File: config.mk
export PLATFORM = sky130hd
export DESIGN_NAME = gbs_startup_seq
export DESIGN_NICKNAME = d
export VERILOG_FILES = /design/src/rtl/gbs_pkg.sv /design/src/rtl/gbs_timer.sv /design/src/rtl/gbs_sym_gen.sv /design/src/rtl/gbs_diff_enc.sv /design/src/rtl/gbs_startup_seq.sv
export SDC_FILE = /design/constraint.sdc
export NUM_CORES = 1
export LEC_CHECK = 0
export BUFFER_PORTS_ARGS = -buffer_cell sky130_fd_sc_hd__buf_2
export CAP_MARGIN = 25
export CORE_UTILIZATION = 45
export DETAILED_ROUTE_END_ITERATION = 10
export PLACE_DENSITY = 0.67
export SLEW_MARGIN = 25
export SYNTH_ARGS = -nofsm -noshare
export SYNTH_HDL_FRONTEND = slang
export SYNTH_SLANG_ARGS = --single-unit
File: constraint.sdc
create_clock -name clk -period 10.35 [get_ports clk]
set_clock_uncertainty 0.2 [all_clocks]
set_input_delay 2.07 -clock clk [delete_from_list [all_inputs] [get_ports clk]]
set_output_delay 2.07 -clock clk [all_outputs]
set_load 0.005 [all_outputs]
File: src/rtl/gbs_pkg.sv
package gbs_pkg;
  localparam int SYM_QST    = 4;
  localparam int RAMP_SHORT = 8;
  localparam int RAMP_MID   = 13;
  localparam int RAMP_LONG  = 16;
  localparam int RLW        = 5;

  function automatic logic [RLW-1:0] ramp_qst(input logic [1:0] sel);
    case (sel)
      2'd0:    ramp_qst = RLW'(RAMP_SHORT);
      2'd1:    ramp_qst = RLW'(RAMP_MID);
      default: ramp_qst = RLW'(RAMP_LONG);
    endcase
  endfunction
endpackage

File: src/rtl/gbs_timer.sv
module gbs_timer #(
  parameter int DW  = 8,
  parameter int GCW = 4,
  parameter int TW  = DW + 2
) (
  input  logic           clk,
  input  logic           rst,
  input  logic           tick,
  input  logic           start,
  input  logic           stop,
  input  logic [DW-1:0]  guard_dly,
  input  logic [DW-1:0]  mod_adv,
  input  logic [DW-1:0]  pa_dly,
  input  logic [GCW-1:0] guard_cnt,
  input  logic [1:0]     ramp_sel,
  output logic           busy,
  output logic           start_acc,
  output logic           evt_clk_rst,
  output logic           evt_tx,
  output logic           evt_pa,
  output logic           evt_top,
  output logic           evt_seed
);
  import gbs_pkg::*;
  localparam int NW = TW + 1;

  logic [TW-1:0] tcnt;
  logic [NW-1:0] nxt, t_clk, t_tx, t_pa, t_top, t_seed;
  logic          step;

  assign start_acc = start && !busy && !stop;
  assign step      = busy && tick && !stop && (tcnt != '1);
  assign nxt       = NW'(tcnt) + NW'(1);

  always_comb begin
    t_clk  = NW'(guard_dly);
    t_tx   = NW'(mod_adv);
    t_pa   = t_tx + NW'(pa_dly);
    t_top  = t_pa + NW'(ramp_qst(ramp_sel));
    t_seed = t_clk + (NW'(guard_cnt) << $clog2(SYM_QST));
  end

  assign evt_clk_rst = step && (nxt == t_clk);
  assign evt_tx      = step && (nxt == t_tx);
  assign evt_pa      = step && (nxt == t_pa);
  assign evt_top     = step && (nxt == t_top);
  assign evt_seed    = step && (nxt == t_seed);

  always_ff @(posedge clk) begin
    if (rst || stop) begin
      busy <= 1'b0;
      tcnt <= '0;
    end else if (start_acc) begin
      busy <= 1'b1;
      tcnt <= '0;
    end else if (step) begin
      tcnt <= nxt[TW-1:0];
    end
  end
endmodule

File: src/rtl/gbs_sym_gen.sv
module gbs_sym_gen #(
  parameter int SYM_QST = 4,
  parameter int PW      = $clog2(SYM_QST)
) (
  input  logic clk,
  input  logic rst,
  input  logic tick,
  input  logic clear,
  input  logic realign,
  output logic req_now
);
  logic [PW-1:0] phase;
  logic          armed;
  logic          blank;
  logic          boundary;

  assign boundary = armed && tick && !realign && (phase == PW'(SYM_QST - 1));
  assign req_now  = boundary && !blank;

  always_ff @(posedge clk) begin
    if (rst || clear) begin
      armed <= 1'b0;
      blank <= 1'b0;
      phase <= '0;
    end else if (realign) begin
      armed <= 1'b1;
      blank <= 1'b1;
      phase <= '0;
    end else if (armed && tick) begin
      phase <= (phase == PW'(SYM_QST - 1)) ? '0 : phase + PW'(1);
      if (boundary) blank <= 1'b0;
    end
  end
endmodule

File: src/rtl/gbs_diff_enc.sv
module gbs_diff_enc (
  input  logic clk,
  input  logic rst,
  input  logic clear,
  input  logic seed,
  input  logic req,
  input  logic bypass,
  input  logic bit_in,
  output logic enc_bit
);
  logic hist;
  logic hist_eff;

  assign hist_eff = seed ? 1'b1 : hist;

  always_ff @(posedge clk) begin
    if (rst || clear) begin
      hist    <= 1'b0;
      enc_bit <= 1'b0;
    end else if (req) begin
      enc_bit <= bypass ? bit_in : (bit_in ^ hist_eff);
      hist    <= bit_in;
    end else if (seed) begin
      hist <= 1'b1;
    end
  end
endmodule

File: src/rtl/gbs_startup_seq.sv
module gbs_startup_seq #(
  parameter int DW  = 8,
  parameter int GCW = 4
) (
  input  logic           clk,
  input  logic           rst,
  input  logic           qst_tick,
  input  logic           burst_start,
  input  logic           burst_stop,
  input  logic [DW-1:0]  guard_dly,
  input  logic [DW-1:0]  mod_adv,
  input  logic [GCW-1:0] guard_cnt,
  input  logic [DW-1:0]  pa_dly,
  input  logic [1:0]     ramp_sel,
  input  logic           enc_bypass,
  input  logic           sym_bit,
  output logic           mod_start,
  output logic           mod_clk_rst,
  output logic           tx_en,
  output logic           pa_en,
  output logic           top_ramp,
  output logic           sym_req,
  output logic           enc_bit
);
  import gbs_pkg::*;
  localparam int TW = DW + 2;

  logic busy, start_acc, evt_clk_rst, evt_tx, evt_pa, evt_top, evt_seed;
  logic req_now, clr;

  assign clr = start_acc || burst_stop;

  gbs_timer #(.DW(DW), .GCW(GCW), .TW(TW)) u_timer (
    .clk(clk), .rst(rst), .tick(qst_tick), .start(burst_start), .stop(burst_stop),
    .guard_dly(guard_dly), .mod_adv(mod_adv), .pa_dly(pa_dly),
    .guard_cnt(guard_cnt), .ramp_sel(ramp_sel),
    .busy(busy), .start_acc(start_acc), .evt_clk_rst(evt_clk_rst),
    .evt_tx(evt_tx), .evt_pa(evt_pa), .evt_top(evt_top), .evt_seed(evt_seed)
  );

  gbs_sym_gen #(.SYM_QST(SYM_QST)) u_sym (
    .clk(clk), .rst(rst), .tick(qst_tick), .clear(clr),
    .realign(evt_clk_rst), .req_now(req_now)
  );

  gbs_diff_enc u_enc (
    .clk(clk), .rst(rst), .clear(clr), .seed(evt_seed), .req(req_now),
    .bypass(enc_bypass), .bit_in(sym_bit), .enc_bit(enc_bit)
  );

  always_ff @(posedge clk) begin
    if (rst || burst_stop) begin
      mod_start   <= 1'b0;
      mod_clk_rst <= 1'b0;
      tx_en       <= 1'b0;
      pa_en       <= 1'b0;
      top_ramp    <= 1'b0;
      sym_req     <= 1'b0;
    end else begin
      mod_start   <= start_acc;
      mod_clk_rst <= evt_clk_rst;
      tx_en       <= tx_en || evt_tx;
      pa_en       <= pa_en || evt_pa;
      top_ramp    <= evt_top;
      sym_req     <= req_now;
    end
  end
endmodule

==> out/results.tsv <==
stage	metric	value	unit
power_and_ir_drop	total_leakage_power	0.00110	uW
clock_tree	cts_hold_buf	0	
logic_synthesis	synth_cell_type_count	58	
power_and_ir_drop	power.clock.fraction	0.244	
placement	port_buffers	43	
worst_setup_path	setup.reg_to_reg.worst_slack	7320	ps
finish	layout.cells.non_filler	377	
min_path	worstHoldStart	u_sym.blank	
logic_synthesis	synth-warning-count	0	
clock_tree	worst_skew_pair.late_latency	260	ps
sta	worst_hold_slack	269	ps
clock_tree	clockBufferDepth	2	
sta	finalCriticalPeriod	5130	ps
worst_setup_path	timing.rr.start	u_timer.tcnt[0]	
clock_tree	clock_tree_from_tritoncts	yes	
grt	grt_pass1_vias	1764	
grt	grt_use_total	0.189	
die	ioPinCount	44	
die	height_of_the_die	73.7	um
power_and_ir_drop	totalPowerFinal	225	uW
power_and_ir_drop	power.density_cell_area	85.7	nW/um^2
logic_synthesis	ys_seq_elements	23	
grt	grt-ovfl-total	0	
worst_setup_path	worst_ep_required_time	10360	ps
logic_synthesis	synth_nets	328	
power_and_ir_drop	netsw	71.5	uW
routing	avgRoutedWirePerCell	12.3	um
die	die-area	5430	um^2
die	initial_standard_cell_utilization_of_the_core	0.477	
grt	grt_antenna_before_repair	0	
clock_tree	number_of_buffers_added_by_the_clock_tree_synthesis_step	3	
logic_synthesis	synth.top_cell.area_share	0.199	
finish	layout.nets	369	
die	placement_rows	25	
clock_tree	post-cts-setup-buffer-count	0	
min_path	hold-path-cell-count	2	
finish	antenna_cells	0	
die	floorplan.core_area	4850	um^2
clock_tree	clock_sink_count	23	
power_and_ir_drop	vdd_drop_max	46.9	uV
finish	syn2layout_area_growth	13.6	%
sta	period_share	0.496	
worst_setup_path	critical_path.max_stage_delay	460	ps
placement	dp.cells	373	
routing	route.vias.total	1908	
worst_setup_path	critical_path_arrival	5140	ps
logic_synthesis	synth_enable_flop_cells	0	
worst_setup_path	cp_cell_sequence	buf_2 -> ha_1 -> inv_1 -> fa_1 -> xnor2_1 -> ha_1 -> a21o_1 -> a21oi_1 -> inv_1 -> a21oi_1 -> o22ai_1 -> nand2_1 -> o31ai_1 -> a2111oi_0 -> and3_1	
routing	vias_per_cell	5.06	
sta	final_hold_viol_count	0	
finish	most-common-layout-cells	buf_2, nor2_1, xnor2_1, xor2_1, dfxtp_1	
sta	rsz0062_at_grt	no	
logic_synthesis	synth.top_cells.by_area	dfxtp_1, xnor2_1, ha_1	
sta	max_freq	195	MHz
worst_setup_path	worst-r2r-cell-count	9	
logic_synthesis	syn_area_per_cell	8.57	um^2
sta	tightestPinTransition	892	ps
routing	drc	0	
routing	dr.pass1.iters	4	
logic_synthesis	synth_top_flop_cell	dfxtp_1	
worst_setup_path	setup.worst_path.end_class	flop	
sta	post_route_setup_tns	0	ps
power_and_ir_drop	power.sequential.fraction	0.395	
power_and_ir_drop	internal_power	154	uW
worst_setup_path	cp-start-kind	input port	
logic_synthesis	netlist_instances	270	
die	chipWidth	73.7	um
worst_setup_path	critical_path.reg2reg.endpoint	u_enc.enc_bit	
routing	detail_route.wirelength	4630	um
clock_tree	postCtsResizedCells	0	
power_and_ir_drop	power_switching_share	0.317	
grt	grt_start_max_net_pins	15	
status	outcome	finished clean	
flow_run	maxCapViolCount	0	
logic_synthesis	ys_async_sr_fraction	0	
sta	final_max_slew_viol_count	0	
finish	commonest_non_fill_non_tap_cell_in_the_layout	buf_2	
grt	grt_first_pass_wirelength	8060	um
min_path	capture_endpoint_of_the_worst_hold_path	u_sym.blank	
clock_tree	max_h_tree_level	1	
finish	post_route_cells_drive_above_1_share	0.229	
clock_tree	cts_root_buf	clkbuf_8	
placement	place_congestion	0.845	
sta	maxSlewHeadroom	0.402	
worst_setup_path	cp_max_fo	4	
logic_synthesis	part_of_the_yosys_area_used_for_sequential_elements	0.199	
worst_setup_path	path_class	input port to flop	
placement	hpwl	3930	um
clock_tree	clk_transition_reported_paths	80	ps
sta	final-setup-viol-count	0	
logic_synthesis	post-synth-top-area-cell	dfxtp_1	
routing	detailedRoute.firstIterationViolations	72	
min_path	worstHoldPathType	flop to flop	
power_and_ir_drop	comb_power_share	0.361	
logic_synthesis	syn_area	2310	um^2
routing	ant_nets	0	
worst_setup_path	critPathSlowestCell	a2111oi_0	
cell usage after synthesis, types with 3 or more instances:
cell type,n
a211oi_2,3
a21o_1,5
a21oi_1,14
a31oi_1,3
and3_1,3
clkbuf_1,4
dfxtp_1,23
ha_1,19
inv_1,11
nand2_1,10
nand2b_1,4
nand3_1,6
nand4_1,5
nor2_1,34
nor2b_1,4
nor3_1,6
nor4_1,4
o21a_1,3
o21ai_0,4
or2_2,4
xnor2_1,30
xor2_1,25
xor2_2,3
worst max path at each step:
stage / start / to
final: mod_adv[0] / top_ramp
after global routing: mod_adv[0] / top_ramp
after CTS: mod_adv[0] / top_ramp
after detailed placement: mod_adv[0] / top_ramp
after global placement: mod_adv[0] / top_ramp
after floorplan: mod_adv[0] / top_ramp
metal layers:
metal	track usage	up-vias	share of wire
li1	-	1023	-
met1	0.263	844	0.52
met2	0.320	39	0.45
met3	0.0261	2	0.034
met4	0.0192	0	0.0026
met5	0	-	0
power by group through the flow:
stage / Sequential, uW / Clock, uW / Combinational [uW]
finish: 89.0 / 55.1 / 81.3
global route: 89.1 / 60.5 / 92.5
CTS: 89.0 / 57.0 / 81.3
detailed placement: 91.1 / 0 / 80.8
global placement: 91.1 / 0 / 79.5
floorplan: 91.1 / 0 / 61.7
per-stage QoR:
step | instance area, um^2 | worst slack (ps) | util
after global placement | 2580 | 5200 | 0.533
after detailed placement | 2580 | 4960 | 0.533
after floorplan | 2310 | 5500 | -
final | 2630 | 5220 | 0.542
after CTS | 2630 | 5230 | 0.542
after global routing | 2630 | 4870 | 0.542
flip-flops by register name, indices dropped and copies added (netlist names):
name,count
mod_clk_rst,1
mod_start,1
pa_en,1
sym_req,1
top_ramp,1
tx_en,1
u_enc.enc_bit,1
u_enc.hist,1
u_sym.armed,1
u_sym.blank,1
u_sym.phase,2
u_timer.busy,1
u_timer.tcnt,10
layout make-up:
class / count / area, um^2
well taps: 67 / 83.8
fillers: 478 / 2220
flip-flops and latches: 23 / 460
inverters: 11 / 41.3
repair buffers: 43 / 215
clock buffers: 3 / 41.3
multi-input cells: 229 / 1780
clock inverters: 1 / 5.00
critical path: cells and delay by family:
family | cells | cell delay [ps]
AO/OA/AOI/OAI | 6 | 1360
AND/OR/NAND/NOR | 2 | 300
XOR/XNOR | 1 | 300
adder cells (fa/ha/maj) | 3 | 900
buffers and inverters | 3 | 220
logic make-up after synthesis:
| family | after synthesis | share of synthesized area |
|---|---|---|
| AO/OA/AOI/OAI | 52 | 0.161 |
| XOR/XNOR | 61 | 0.260 |
| adder cells (fa/ha/maj) | 21 | 0.120 |
| buffers and inverters | 18 | 0.0313 |
| flip-flops | 23 | 0.199 |
| multiplexers | 1 | 0.00432 |
| AND/OR/NAND/NOR | 94 | 0.225 |
No activity file was read; power rests on OpenSTA's default activity.
